$ cat src/rtl/dma_sched_pkg.sv
package dma_sched_pkg;
  typedef enum logic [1:0] {
    TM_NOW     = 2'd0,
    TM_VBLANK  = 2'd1,
    TM_HBLANK  = 2'd2,
    TM_SPECIAL = 2'd3
  } tmode_t;

  typedef enum logic {
    ST_SCAN = 1'b0,
    ST_WAIT = 1'b1
  } sched_st_t;
endpackage

$ cat src/rtl/dma_sched_chan.sv
module dma_sched_chan
  import dma_sched_pkg::*;
#(
  parameter bit HONOR_SPECIAL = 1'b0
) (
  input  logic       clk,
  input  logic       rst,
  input  logic       cfg_we,
  input  logic       cfg_enable,
  input  logic [1:0] cfg_mode,
  input  logic       cfg_repeat,
  input  logic       cfg_irq_en,
  input  logic       cfg_drq,
  input  logic       vblank,
  input  logic       hblank,
  input  logic       special_trig,
  input  logic       done_this,
  output logic       pending,
  output logic       irq_en,
  output logic       drq
);
  tmode_t mode_q;
  logic   en_q, rep_q, ie_q, drq_q, pend_q;
  logic   trig_hit, special_ok;

  assign special_ok = HONOR_SPECIAL & special_trig;

  always_comb begin
    trig_hit = en_q & ~(done_this & ~rep_q) &
               (((mode_q == TM_VBLANK)  & vblank) |
                ((mode_q == TM_HBLANK)  & hblank) |
                ((mode_q == TM_SPECIAL) & special_ok));
  end

  always_ff @(posedge clk) begin
    if (rst) begin
      mode_q <= TM_NOW;
      en_q   <= 1'b0;
      rep_q  <= 1'b0;
      ie_q   <= 1'b0;
      drq_q  <= 1'b0;
      pend_q <= 1'b0;
    end else begin
      if (done_this) begin
        pend_q <= 1'b0;
        if (!rep_q) en_q <= 1'b0;
      end
      if (trig_hit) pend_q <= 1'b1;
      if (cfg_we) begin
        en_q   <= cfg_enable;
        mode_q <= tmode_t'(cfg_mode);
        rep_q  <= cfg_repeat;
        ie_q   <= cfg_irq_en;
        drq_q  <= cfg_drq;
        if (cfg_enable && (tmode_t'(cfg_mode) == TM_NOW)) pend_q <= 1'b1;
        else if (!cfg_enable) pend_q <= 1'b0;
      end
    end
  end

  assign pending = pend_q;
  assign irq_en  = ie_q;
  assign drq     = drq_q;

  // a disabled channel never holds pending
  a_r4_no_pend_disabled: assert property (@(posedge clk) disable iff (rst)
    !en_q |-> !pend_q);

  // one-shot channel drops its enable after completing
  a_r9_oneshot_disable: assert property (@(posedge clk) disable iff (rst)
    (done_this && !rep_q && !cfg_we) |=> !en_q);
endmodule

$ cat src/rtl/dma_sched_prio.sv
module dma_sched_prio #(
  parameter int NUM_CH = 4,
  localparam int CH_W = (NUM_CH > 1) ? $clog2(NUM_CH) : 1
) (
  input  logic [NUM_CH-1:0] req,
  output logic [CH_W-1:0]   pick,
  output logic              any
);
  always_comb begin
    pick = '0;
    for (int i = NUM_CH - 1; i >= 0; i--) begin
      if (req[i]) pick = CH_W'(i);
    end
  end

  assign any = |req;
endmodule

$ cat src/rtl/dma_sched_fsm.sv
module dma_sched_fsm
  import dma_sched_pkg::*;
#(
  parameter int NUM_CH = 4,
  localparam int CH_W = (NUM_CH > 1) ? $clog2(NUM_CH) : 1
) (
  input  logic              clk,
  input  logic              rst,
  input  logic              any_pend,
  input  logic [CH_W-1:0]   pick,
  input  logic [NUM_CH-1:0] irq_en,
  input  logic              drq_last,
  input  logic              xfer_done,
  input  logic [NUM_CH-1:0] irq_clr,
  input  logic              cart_clr,
  output logic [NUM_CH-1:0] done_vec,
  output logic [CH_W-1:0]   sel_ch,
  output logic              start,
  output logic              busy,
  output logic [NUM_CH-1:0] irq_flags,
  output logic              cart_irq
);
  sched_st_t         st_q;
  logic [NUM_CH-1:0] irq_set;
  logic              cart_set;

  always_comb begin
    for (int i = 0; i < NUM_CH; i++) begin
      done_vec[i] = (st_q == ST_WAIT) && xfer_done && (sel_ch == CH_W'(i));
    end
  end

  assign irq_set  = done_vec & irq_en;
  assign cart_set = done_vec[NUM_CH-1] & drq_last;

  always_ff @(posedge clk) begin
    if (rst) begin
      st_q      <= ST_SCAN;
      sel_ch    <= '0;
      start     <= 1'b0;
      busy      <= 1'b0;
      irq_flags <= '0;
      cart_irq  <= 1'b0;
    end else begin
      start <= 1'b0;
      case (st_q)
        ST_SCAN: begin
          if (any_pend) begin
            sel_ch <= pick;
            start  <= 1'b1;
            busy   <= 1'b1;
            st_q   <= ST_WAIT;
          end else begin
            busy <= 1'b0;
          end
        end
        default: begin
          if (xfer_done) st_q <= ST_SCAN;
        end
      endcase
      irq_flags <= (irq_flags & ~irq_clr) | irq_set;
      cart_irq  <= (cart_irq & ~cart_clr) | cart_set;
    end
  end

  // start lasts exactly one cycle and only while busy
  a_r6_start_pulse: assert property (@(posedge clk) disable iff (rst)
    start |=> !start);
  a_r6_start_busy: assert property (@(posedge clk) disable iff (rst)
    start |-> busy);

  // cartridge flag only rises after a done on the last channel
  a_r8_cart_cause: assert property (@(posedge clk) disable iff (rst)
    $rose(cart_irq) |-> $past(xfer_done && busy && (sel_ch == CH_W'(NUM_CH-1))));

  generate
    for (genvar g = 0; g < NUM_CH; g++) begin : g_irq_chk
      // a channel flag only rises after a done for that channel
      a_r7_irq_cause: assert property (@(posedge clk) disable iff (rst)
        $rose(irq_flags[g]) |-> $past(xfer_done && busy && (sel_ch == CH_W'(g))));
    end
  endgenerate
endmodule

$ cat src/rtl/dma_sched.sv
module dma_sched
  import dma_sched_pkg::*;
#(
  parameter int NUM_CH = 4,
  localparam int CH_W = (NUM_CH > 1) ? $clog2(NUM_CH) : 1
) (
  input  logic              clk,
  input  logic              rst,
  input  logic [NUM_CH-1:0] cfg_we,
  input  logic              cfg_enable,
  input  logic [1:0]        cfg_mode,
  input  logic              cfg_repeat,
  input  logic              cfg_irq_en,
  input  logic              cfg_drq,
  input  logic              vblank,
  input  logic              hblank,
  input  logic              special_trig,
  input  logic              xfer_done,
  input  logic [NUM_CH-1:0] irq_clr,
  input  logic              cart_clr,
  output logic [CH_W-1:0]   sel_ch,
  output logic              start,
  output logic              busy,
  output logic [NUM_CH-1:0] irq_flags,
  output logic              cart_irq
);
  logic [NUM_CH-1:0] pend, ie, drq, done_vec;
  logic [CH_W-1:0]   pick;
  logic              any_pend;
  logic [NUM_CH-1:0] higher_mask;

  generate
    for (genvar g = 0; g < NUM_CH; g++) begin : g_chan
      dma_sched_chan #(.HONOR_SPECIAL(g == NUM_CH - 1)) u_chan (
        .clk          (clk),
        .rst          (rst),
        .cfg_we       (cfg_we[g]),
        .cfg_enable   (cfg_enable),
        .cfg_mode     (cfg_mode),
        .cfg_repeat   (cfg_repeat),
        .cfg_irq_en   (cfg_irq_en),
        .cfg_drq      (cfg_drq),
        .vblank       (vblank),
        .hblank       (hblank),
        .special_trig (special_trig),
        .done_this    (done_vec[g]),
        .pending      (pend[g]),
        .irq_en       (ie[g]),
        .drq          (drq[g])
      );
    end
  endgenerate

  dma_sched_prio #(.NUM_CH(NUM_CH)) u_prio (
    .req  (pend),
    .pick (pick),
    .any  (any_pend)
  );

  dma_sched_fsm #(.NUM_CH(NUM_CH)) u_fsm (
    .clk       (clk),
    .rst       (rst),
    .any_pend  (any_pend),
    .pick      (pick),
    .irq_en    (ie),
    .drq_last  (drq[NUM_CH-1]),
    .xfer_done (xfer_done),
    .irq_clr   (irq_clr),
    .cart_clr  (cart_clr),
    .done_vec  (done_vec),
    .sel_ch    (sel_ch),
    .start     (start),
    .busy      (busy),
    .irq_flags (irq_flags),
    .cart_irq  (cart_irq)
  );

  assign higher_mask = (NUM_CH'(1) << sel_ch) - NUM_CH'(1);

  // no higher-priority channel was pending when a channel was started
  a_r5_priority: assert property (@(posedge clk) disable iff (rst)
    start |-> (($past(pend) & higher_mask) == '0));
endmodule

$ cat config.mk
export PLATFORM = sky130hd
export DESIGN_NAME = dma_sched
export DESIGN_NICKNAME = d
export VERILOG_FILES = /design/src/rtl/dma_sched_pkg.sv /design/src/rtl/dma_sched_chan.sv /design/src/rtl/dma_sched_prio.sv /design/src/rtl/dma_sched_fsm.sv /design/src/rtl/dma_sched.sv
export SDC_FILE = /design/constraint.sdc
export NUM_CORES = 1
export LEC_CHECK = 0
export BUFFER_PORTS_ARGS = -buffer_cell sky130_fd_sc_hd__clkbuf_2
export CELL_PAD_IN_SITES_DETAIL_PLACEMENT = 0
export CELL_PAD_IN_SITES_GLOBAL_PLACEMENT = 1
export CORE_UTILIZATION = 40
export DETAILED_ROUTE_END_ITERATION = 8
export GPL_ROUTABILITY_DRIVEN = 0
export PLACE_DENSITY_LB_ADDON = 0.1
export SKIP_LAST_GASP = 1
export SYNTH_ARGS = -nofsm -noshare
export SYNTH_HDL_FRONTEND = slang
export SYNTH_SLANG_ARGS = --single-unit
$ cat constraint.sdc
create_clock -name clk -period 2.1 [get_ports clk]
set_clock_uncertainty 0.2 [all_clocks]
set_input_delay 0.21 -clock clk [delete_from_list [all_inputs] [get_ports clk]]
set_output_delay 0.21 -clock clk [all_outputs]
set_load 0.1 [all_outputs]
==> summary.md <==
| Metric | Value |
|---|---|
| Mapped Area | `0.00146 mm^2` |
| Buffers on Ports | `29` |
| Largest net degree at the start of global routing | `24` |
| Longest Clk Path Bufs | `2` |
| DR vias/cell | `4.95` |
| First-pass GRT wire length | `5660 um` |
| Layout area overhead | `21.1%` |
| Initial core utilization | `42.8%` |
| Final setup vio count | `0` |
| Fill cells | `339` |
| Critical Path End Type | `primary output` |
| Tcrit/Tclk final | `82.1%` |
| Yosys warning total | `0` |
| Crit start category | `flop` |
| CTS sink cnt | `35` |
| Drt drc | `0` |
| Syn_area_per_cell | `9.49 um^2` |
| Slew Viols, Final | `0` |
| HPWL Detailed | `2410 um` |
| Worst vdd ir | `0.000411 V` |
| Grt total ovfl | `0` |
| Min Tclk post-route | `1.72 ns` |
| Synth Flop Type | `dfxtp_1` |
| Diodes inserted | `0` |
| Worst-Margin Slew | `0.546 ns` |
| Starting DRC count in detailed routing | `52` |
| Crit path required time | `1.69 ns` |
| Die area | `0.00390 mm^2` |
| Initial antenna violation count | `0` |
| Buf+Inv Stages, Crit Path | `1` |
| Share of cells above drive strength 1 | `22.8%` |
| Leak | `0.000810 uW` |
| Layout net count | `213` |
| Cell family with most CP delay | `buffers and inverters` |
| Commonest cells after routing, fill and taps aside | `dfxtp_1, clkbuf_2, nor2_1, mux2i_1, inv_1` |
| PwrDens | `754 mW/mm^2` |
| Post-CTS Setup Repair Bufs | `0` |
| Die X | `62.4 um` |
| Clock Latency Late Sink | `0.34 ns` |
| Final Hold Vio Count | `0` |
| HP Class | `in -> reg` |
| Setup TNS | `0 ns` |
| Critical path's slowest cell | `clkbuf_2` |
| Hold WS | `0.00102 ns` |
| Number of synthesized flops with an enable pin | `0` |
| TritonCTS clock tree | `built` |
| GRT Resource Usage Total | `19.2%` |
| Synth cell types | `31` |
| Initial DRT Pass Iterations | `4` |
| Fraction of registers with async set/reset | `0%` |
| Max Fclk | `0.580 GHz` |
| Slew headroom | `63.7%` |
| Wire length per cell | `14.1 um` |
| Die H | `62.4 um` |
| Synth Instances | `154` |
| Worst EP arrival | `1.31 ns` |
| Crit-path cells | `clkbuf_2` |
| CTS Root Cell | `clkbuf_4` |
| RSZ-0062 raised after global routing | `no` |
| Commonest non-fill, non-tap cell in the layout | `dfxtp_1` |
| Ports | `30` |
| Crit-path max cell delay | `0.50 ns` |
| Max cap viols | `0` |
| CP max FO | `7` |
| Clock-pin slew on the worst setup and hold paths | `0.11 ns` |
| Vias in the first global route | `1,187` |
| Outcome | `complete, no violations` |
| Worst Setup Path Type | `reg -> out` |
| Post-DRT Antenna Nets | `0` |
| Register area share after synthesis | `47.9%` |
| Number of buffers created by CTS | `5` |
| Mapped Nets | `175` |
| Row Count | `21` |
| Vias | `1,184` |
| Core area | `0.00342 mm^2` |
| #FFs+latches synth | `35` |
| Final wirelength | `3370 um` |
| # H-tree levels | `2` |
==> where the power goes <==
part / total, uW / switching (uW) / internal (uW)
clock network: 351 / 226 / 125
registers: 745 / 39.6 / 705
logic: 238 / 152 / 85.8
total: 1330 / 418 / 916
==> through the flow <==
step           util (%)  setup WS, ns  cell area, um^2  total power (uW)  std cells
6_report           51.8         0.376             1770              1330        239
5_1_grt            51.8         0.283             1770              1400        239
3_3_place_gp       47.9         0.663             1640               983        223
4_1_cts            51.8         0.369             1770              1350        239
3_5_place_dp       47.9         0.592             1640               986        223
2_1_floorplan         -         0.178             1460               926        154
==> state kept, by name, summed over array words and instances (netlist names) <==
register	count
g_chan.u_chan.mode_q	8
g_chan.u_chan.en_q	4
g_chan.u_chan.irq_en	4
g_chan.u_chan.pending	4
g_chan.u_chan.rep_q	4
u_fsm.irq_flags	4
u_fsm.sel_ch	2
g_chan.u_chan.drq	1
u_fsm.busy	1
u_fsm.cart_irq	1
u_fsm.st_q	1
u_fsm.start	1
==> cells in the mapped netlist (2+ instances only) <==
cell | n | share of area [%]
clkbuf_1 | 2 | 0.51
nor2b_1 | 2 | 0.86
o221ai_1 | 3 | 1.8
o21ai_1 | 2 | 0.68
o21ai_0 | 6 | 2.1
dfxtp_1 | 35 | 48
and3b_1 | 6 | 3.6
nand4b_1 | 2 | 1.2
inv_1 | 13 | 3.3
nor2_1 | 27 | 6.9
mux2i_1 | 18 | 12
a21oi_1 | 12 | 4.1
a22oi_1 | 4 | 2.1
a2bb2oi_1 | 2 | 1.2
buf_2 | 4 | 1.4
==> area by class of cell <==
type / count / area (um^2) / area share (%)
Inverter: 14 / 52.6 / 2.97
Clock inverter: 3 / 15.0 / 0.849
Multi-Input combinational cell: 98 / 673 / 38.0
Clock buffer: 5 / 37.5 / 2.12
Timing Repair Buffer: 38 / 233 / 13.2
Tap cell: 46 / 57.6 / 3.25
Sequential cell: 35 / 701 / 39.6
==> kinds of logic after synthesis <==
family,after synthesis,share of synthesized area [%]
compound gates,35,16.0
buf+inv,21,5.99
flops,35,47.9
mux,19,13.4
simple gates,44,16.7
==> worst min-delay path: cells and delay by family <==
| family | cells | cell delay, ns |
|---|---|---|
| buf+inv | 1 | 0.14 |
| mux | 1 | 0.08 |
| simple gates | 1 | 0.07 |
==> timing repair <==
| action | in CTS | in global routing |
|---|---|---|
| hold buffers | 8 | 0 |
| setup endpoints to repair | 0 | 0 |
| endpoints found under the hold margin | 11 | 0 |
| resized for setup | 0 | 0 |
==> final timing paths <==
path	from	to	slack [ns]	cells after the start
setup / recovery	u_fsm.sel_ch[1]	sel_ch[1]	0.38	1
hold / removal	cfg_mode[0]	g_chan[3].u_chan.mode_q[0]	0.001	3
setup reg to reg	u_fsm.st_q	g_chan[1].u_chan.pending	0.56	3
hold reg to reg	u_fsm.busy	u_fsm.busy	0.25	2
==> routing by layer <==
layer | routed length (um) | track usage, % | up-vias
met2 | 1540 | 31.1 | 22
met1 | 1650 | 24.3 | 539
met5 | 0 | 0 | -
li1 | - | - | 617
met3 | 126 | 5.66 | 6
met4 | 53 | 6.10 | 0
Power figures use the tool's default switching activity.
